$ cat src/rtl/ecc_stream_pkg.sv
package ecc_stream_pkg;

    localparam int BYTE_W   = 8;
    localparam int COL_BITS = 6;

    typedef enum logic {
        MODE_SPLIT = 1'b0,
        MODE_WHOLE = 1'b1
    } ecc_mode_e;

    // Column group j tests bit (j/2) of the bit position against (j%2).
    function automatic logic [COL_BITS-1:0] col_parity(input logic [BYTE_W-1:0] b);
        logic [COL_BITS-1:0] acc;
        acc = '0;
        for (int j = 0; j < COL_BITS; j++) begin
            for (int p = 0; p < BYTE_W; p++) begin
                if (((p >> (j / 2)) & 1) == (j % 2)) begin
                    acc[j] = acc[j] ^ b[p];
                end
            end
        end
        return acc;
    endfunction

endpackage

$ cat src/rtl/ecc_line_acc.sv
module ecc_line_acc #(
    parameter int IDX_W = 9
) (
    input  logic             clk,
    input  logic             rst_n,
    input  logic             take,
    input  logic             clear,
    input  logic [IDX_W-1:0] idx,
    input  logic             bit_par,
    output logic [IDX_W-1:0] hi_sum,
    output logic [IDX_W-1:0] lo_sum
);

    typedef struct packed {
        logic [IDX_W-1:0] hi;
        logic [IDX_W-1:0] lo;
    } line_t;

    line_t s_d, s_q;

    always_comb begin
        for (int k = 0; k < IDX_W; k++) begin
            hi_sum[k] = s_q.hi[k] ^ (take & bit_par & idx[k]);
            lo_sum[k] = s_q.lo[k] ^ (take & bit_par & ~idx[k]);
        end
        if (clear) begin
            s_d = '0;
        end else begin
            s_d.hi = hi_sum;
            s_d.lo = lo_sum;
        end
    end

    always_ff @(posedge clk or negedge rst_n) begin
        if (!rst_n) begin
            s_q <= '0;
        end else begin
            s_q <= s_d;
        end
    end

endmodule

$ cat src/rtl/ecc_col_acc.sv
module ecc_col_acc
    import ecc_stream_pkg::*;
(
    input  logic                clk,
    input  logic                rst_n,
    input  logic                take,
    input  logic                clear,
    input  logic [BYTE_W-1:0]   data,
    output logic [COL_BITS-1:0] col_sum
);

    typedef struct packed {
        logic [COL_BITS-1:0] col;
    } col_t;

    col_t s_d, s_q;

    always_comb begin
        col_sum = s_q.col ^ (take ? col_parity(data) : '0);
        s_d.col = clear ? '0 : col_sum;
    end

    always_ff @(posedge clk or negedge rst_n) begin
        if (!rst_n) begin
            s_q <= '0;
        end else begin
            s_q <= s_d;
        end
    end

endmodule

$ cat src/rtl/ecc_ctrl.sv
module ecc_ctrl
    import ecc_stream_pkg::*;
#(
    parameter int SUB_IDX_W  = 8,
    parameter int FULL_IDX_W = SUB_IDX_W + 1
) (
    input  logic                  clk,
    input  logic                  rst_n,
    input  logic                  in_valid,
    input  logic                  rearm,
    input  logic                  mode_in,
    output logic                  take,
    output logic [FULL_IDX_W-1:0] idx,
    output ecc_mode_e             eff_mode,
    output logic                  end_first,
    output logic                  end_final,
    output logic                  done
);

    typedef struct packed {
        logic [FULL_IDX_W-1:0] cnt;
        ecc_mode_e             mode;
        logic                  done;
    } ctrl_t;

    ctrl_t s_d, s_q;

    always_comb begin
        take      = in_valid & ~s_q.done & ~rearm;
        idx       = s_q.cnt;
        eff_mode  = (s_q.cnt == '0) ? ecc_mode_e'(mode_in) : s_q.mode;
        end_first = take & (eff_mode == MODE_SPLIT) & ~s_q.cnt[FULL_IDX_W-1]
                    & (&s_q.cnt[SUB_IDX_W-1:0]);
        end_final = take & (&s_q.cnt);
        done      = s_q.done;

        s_d = s_q;
        if (rearm) begin
            s_d.cnt  = '0;
            s_d.done = 1'b0;
        end else if (take) begin
            s_d.cnt  = s_q.cnt + 1'b1;
            s_d.mode = eff_mode;
            s_d.done = end_final;
        end
    end

    always_ff @(posedge clk or negedge rst_n) begin
        if (!rst_n) begin
            s_q <= '{cnt: '0, mode: MODE_SPLIT, done: 1'b0};
        end else begin
            s_q <= s_d;
        end
    end

endmodule

$ cat src/rtl/ecc_stream_gen.sv
module ecc_stream_gen
    import ecc_stream_pkg::*;
#(
    parameter  int SUB_IDX_W  = 8,
    localparam int FULL_IDX_W = SUB_IDX_W + 1,
    localparam int CODE_W     = 2 * FULL_IDX_W + COL_BITS
) (
    input  logic              clk,
    input  logic              rst_n,
    input  logic              in_valid,
    input  logic [BYTE_W-1:0] in_byte,
    input  logic              mode_whole,
    input  logic              rearm,
    output logic [CODE_W-1:0] ecc1,
    output logic [CODE_W-1:0] ecc2,
    output logic              done
);

    logic                  take;
    logic [FULL_IDX_W-1:0] idx;
    ecc_mode_e             eff_mode;
    logic                  end_first;
    logic                  end_final;
    logic                  blk_clear;
    logic [FULL_IDX_W-1:0] hi_sum;
    logic [FULL_IDX_W-1:0] lo_sum;
    logic [COL_BITS-1:0]   col_sum;
    logic [CODE_W-1:0]     split_code;
    logic [CODE_W-1:0]     whole_code;

    ecc_ctrl #(
        .SUB_IDX_W (SUB_IDX_W),
        .FULL_IDX_W(FULL_IDX_W)
    ) ctrl_i (
        .clk      (clk),
        .rst_n    (rst_n),
        .in_valid (in_valid),
        .rearm    (rearm),
        .mode_in  (mode_whole),
        .take     (take),
        .idx      (idx),
        .eff_mode (eff_mode),
        .end_first(end_first),
        .end_final(end_final),
        .done     (done)
    );

    assign blk_clear = rearm | end_first | end_final;

    ecc_line_acc #(
        .IDX_W(FULL_IDX_W)
    ) line_i (
        .clk    (clk),
        .rst_n  (rst_n),
        .take   (take),
        .clear  (blk_clear),
        .idx    (idx),
        .bit_par(^in_byte),
        .hi_sum (hi_sum),
        .lo_sum (lo_sum)
    );

    ecc_col_acc col_i (
        .clk    (clk),
        .rst_n  (rst_n),
        .take   (take),
        .clear  (blk_clear),
        .data   (in_byte),
        .col_sum(col_sum)
    );

    // Code packing: line pairs low, column parity above, spare bits high.
    generate
        for (genvar b = 0; b < CODE_W; b++) begin : g_pack
            if (b < 2 * SUB_IDX_W) begin : g_sl
                assign split_code[b] = (b % 2 == 0) ? ~lo_sum[b/2] : ~hi_sum[b/2];
            end else if (b < 2 * SUB_IDX_W + COL_BITS) begin : g_sc
                assign split_code[b] = ~col_sum[b - 2*SUB_IDX_W];
            end else begin : g_ss
                assign split_code[b] = 1'b1;
            end
            if (b < 2 * FULL_IDX_W) begin : g_wl
                assign whole_code[b] = (b % 2 == 0) ? ~lo_sum[b/2] : ~hi_sum[b/2];
            end else begin : g_wc
                assign whole_code[b] = ~col_sum[b - 2*FULL_IDX_W];
            end
        end
    endgenerate

    typedef struct packed {
        logic [CODE_W-1:0] r1;
        logic [CODE_W-1:0] r2;
    } res_t;

    res_t s_d, s_q;

    always_comb begin
        s_d = s_q;
        if (rearm) begin
            s_d.r1 = '1;
            s_d.r2 = '1;
        end else begin
            if (end_first) begin
                s_d.r1 = split_code;
            end
            if (end_final) begin
                if (eff_mode == MODE_SPLIT) begin
                    s_d.r2 = split_code;
                end else begin
                    s_d.r1 = whole_code;
                end
            end
        end
    end

    always_ff @(posedge clk or negedge rst_n) begin
        if (!rst_n) begin
            s_q <= '{r1: '1, r2: '1};
        end else begin
            s_q <= s_d;
        end
    end

    assign ecc1 = s_q.r1;
    assign ecc2 = s_q.r2;

endmodule

$ cat config.mk
export PLATFORM = sky130hd
export DESIGN_NAME = ecc_stream_gen
export DESIGN_NICKNAME = d
export VERILOG_FILES = /design/src/rtl/ecc_stream_pkg.sv /design/src/rtl/ecc_line_acc.sv /design/src/rtl/ecc_col_acc.sv /design/src/rtl/ecc_ctrl.sv /design/src/rtl/ecc_stream_gen.sv
export SDC_FILE = /design/constraint.sdc
export NUM_CORES = 1
export LEC_CHECK = 0
export BUFFER_PORTS_ARGS = -buffer_cell sky130_fd_sc_hd__buf_2
export CAP_MARGIN = 5
export CORE_MARGIN = 4
export CORE_UTILIZATION = 45
export DETAILED_ROUTE_END_ITERATION = 7
export PLACE_DENSITY_LB_ADDON = 0.12
export SETUP_SLACK_MARGIN = 0.4
export SYNTH_ARGS = -nofsm -noshare
export SYNTH_HDL_FRONTEND = slang
export SYNTH_HIERARCHICAL = 1
export SYNTH_SLANG_ARGS = --single-unit
$ cat constraint.sdc
create_clock -name clk -period 6.01 [get_ports clk]
set_clock_uncertainty 0.05 [all_clocks]
set_input_delay 0.3005 -clock clk [delete_from_list [all_inputs] [get_ports clk]]
set_output_delay 0.3005 -clock clk [all_outputs]
set_load 0.02 [all_outputs]
==> summary.txt <==
Floorplan
  – Die width: 109 µm
  – Die span in y: 109 µm
  – Ports: 62
  – Site Rows: 36
  – Core area: 9860 µm²
  – Starting density of the core: 0.466
  – Die ar.: 11900 µm²

Finish
  – Layout area overhead: 10.1%
  – Share of cells above drive strength 1: 0.347
  – Post-Route Utilization: 0.513
  – Post-layout net count: 484
  – Fillers: 928
  – Highest-count cells in the layout ignoring fill and taps: nor2_1 (77), buf_2 (60), dfstp_2 (47)
  – Most common cell after layout, fill and taps aside: nor2_1
  – Antenna cells: 0

Global route
  – Largest net degree at the start of global routing: 83
  – Remaining Overflow, GRT: 0
  – Total track usage: 0.175
  – Vias in the first global route: 3238
  – First-pass GRT wire length: 16400 µm
  – Initial antenna violation count: 0

Yosys
  – Largest area contributor in the netlist: dfstp_2
  – Synth warn: 6
  – Fraction of registers with async set/reset: 1.00
  – Synthesized area per cell: 10.8 µm²
  – Mapped Nets: 443
  – EDFF count, synth: 0
  – Top cells by area, synth: dfstp_2 (27%), dfrtp_1 (19%), a211o_1 (7.6%)
  – Yosys top cell area share: 0.268
  – Synth Flop Type: dfstp_2
  – Syn Inst Count: 427
  – FF+latch count, synth: 82
  – Library cells used by synthesis: 47
  – Post-synthesis sequential area ratio: 0.459
  – Synth Cell Area: 4600 µm²

Drt
  – Antenna Nets Post-Route: 0
  – Vias/cell: 5.16
  – Via count: 3128
  – Post-route DRC: 0
  – Drt first pass iters: 4
  – Violation count after the first detailed-route iteration: 165
  – DR WL/cell: 15.9 µm
  – Final WL: 9650 µm

Clocking
  – Reg clk slew, reported paths: 90 ps
  – Max H-tree Level: 3
  – Root Buffer: clkbuf_8
  – Setup Fix Bufs, Post-CTS: 0
  – Clock Sinks: 82
  – Post-CTS Hold Buffers: 0
  – Clk buf depth: 2
  – CTS resizes: 0
  – Cts bufs inserted: 9
  – CTS tree: yes
  – Insertion delay to the later sink of the worst-skew pair: 350 ps

Timing
  – Fmax achieved: 0.322 GHz
  – Final setup viols: 0
  – Fin. Hold Viols: 0
  – Min Tclk post-route: 3110 ps
  – RSZ-0062 raised after global routing: false
  – Worst-Margin Slew: 1180 ps
  – Relative slew slack: 0.209
  – Final Max Slew Viols: 0
  – Period Utilization, post-route: 0.517
  – Setup TNS: 0 ps

Critical path
  – CP Capture Type: flop
  – CP max FO: 48
  – Crit path kind: reg2reg
  – Critical Path RT: 6190 ps
  – CP arrival: 3290 ps
  – Flop2flop setup slack: 2900 ps
  – CP Launch Type: flop

Placement
  – Routability cong.: 0.745
  – # port buffers: 61
  – Post-DP HPWL: 6570 µm

Status
  – Outcome: finished, final reports clean

Pwr
  – LEAKAGE: 2.11 nW
  – Pwr per Cell Area: 233 nW/µm²
  – Worst VDD drop: 0.144 mV

Flow run
  – MaxCap Viol Count: 0

Min path
  – HP Class: in2async
-- metrics by stage --
step | setup WS, ps | instance area (µm²) | power (mW) | hold slack [ps] | std cells
5_1_grt | 2530 | 5060 | 1.24 | 141 | 606
3_5_place_dp | 2180 | 4840 | 0.767 | 444 | 589
3_3_place_gp | 2350 | 4840 | 0.764 | 441 | 589
4_1_cts | 2200 | 5050 | 1.20 | 113 | 605
6_report | 2900 | 5060 | 1.18 | 56.8 | 606
2_1_floorplan | 3180 | 4600 | 0.737 | -45.1 | 427
-- final timing paths --
check | startpoint | to | cells after the start
worst max register to register | ctrl_i/idx[1]$_DFFE_PN0P_ | line_i/s_q[0]$_DFF_PN0_ | 8
worst min-delay path | rst_n | line_i/s_q[13]$_DFF_PN0_ | 1
max in group asynchronous | rst_n | line_i/s_q[10]$_DFF_PN0_ | 1
min in group clk | mode_whole | ctrl_i/s_q[1]$_DFFE_PN0P_ | 2
worst min register to register | ecc2[22]$_DFFE_PN1P_ | ecc2[22]$_DFFE_PN1P_ | 2
worst max-delay path | ctrl_i/idx[1]$_DFFE_PN0P_ | line_i/s_q[0]$_DFF_PN0_ | 8
-- cells in the mapped netlist, types with 6 or more instances --
cell type  instances
nand3b_1           9
a21o_1             6
nand2_1           13
buf_4             18
xor2_1             6
mux2_1             9
o21ai_0            6
nand3_2            9
a21oi_1            8
buf_2              6
xnor2_1           40
nor2b_1           24
dfstp_2           47
dfrtp_1           35
nor2_1            77
mux2_4            13
a211o_1           40
-- registers in the layout, indices dropped and copies added, names as in the netlist --
register     cells
ctrl_i/done      1
ecc2            23
ecc1            24
col_i/s_q        6
ctrl_i/idx       9
ctrl_i/s_q       1
line_i/s_q      18
-- power by group --
part	switching [mW]	internal, mW	total (mW)	leakage, nW
Clock	0.214	0.209	0.423	0.105
Sequential	0.0140	0.568	0.582	0.974
Combinational	0.104	0.0686	0.173	1.03
Total	0.333	0.846	1.18	2.11
-- area by class of cell --
class / count / area [µm²] / area share
Clock buffer: 10 / 138 / 0.0272
Clock inverter: 6 / 72.6 / 0.0143
Inverter: 3 / 11.3 / 0.00222
Multi-Input combinational cell: 306 / 2220 / 0.438
Sequential cell: 82 / 2110 / 0.417
Tap cell: 133 / 166 / 0.0329
Timing Repair Buffer: 66 / 345 / 0.0682
-- cell families after synthesis --
group,count (synthesis),synth area share
simple gates,164,0.195
flops,82,0.459
fa+ha+maj,3,0.00816
xor+xnor,47,0.0911
buf+inv,39,0.0618
compound gates,65,0.109
mux,27,0.0762
-- per-layer routing --
metal | vias up | track usage | part of all wire
met4 | 0 | 0.0433 | 0.0092
met3 | 7 | 0.0290 | 0.031
met1 | 1548 | 0.223 | 0.45
li1 | 1523 | - | -
met5 | - | 0 | 0
met2 | 50 | 0.307 | 0.51
-- worst max-delay path, stage by stage (launching register included) --
cell and delay [ps]:
dfrtp_1 480, inv_1 90, ha_1 130, nor4b_1 380, a21boi_0 220, nor4b_2 470, or3_2 730, nor2b_1 110
mux2_1 320
(Power assumes the default switching activity.)
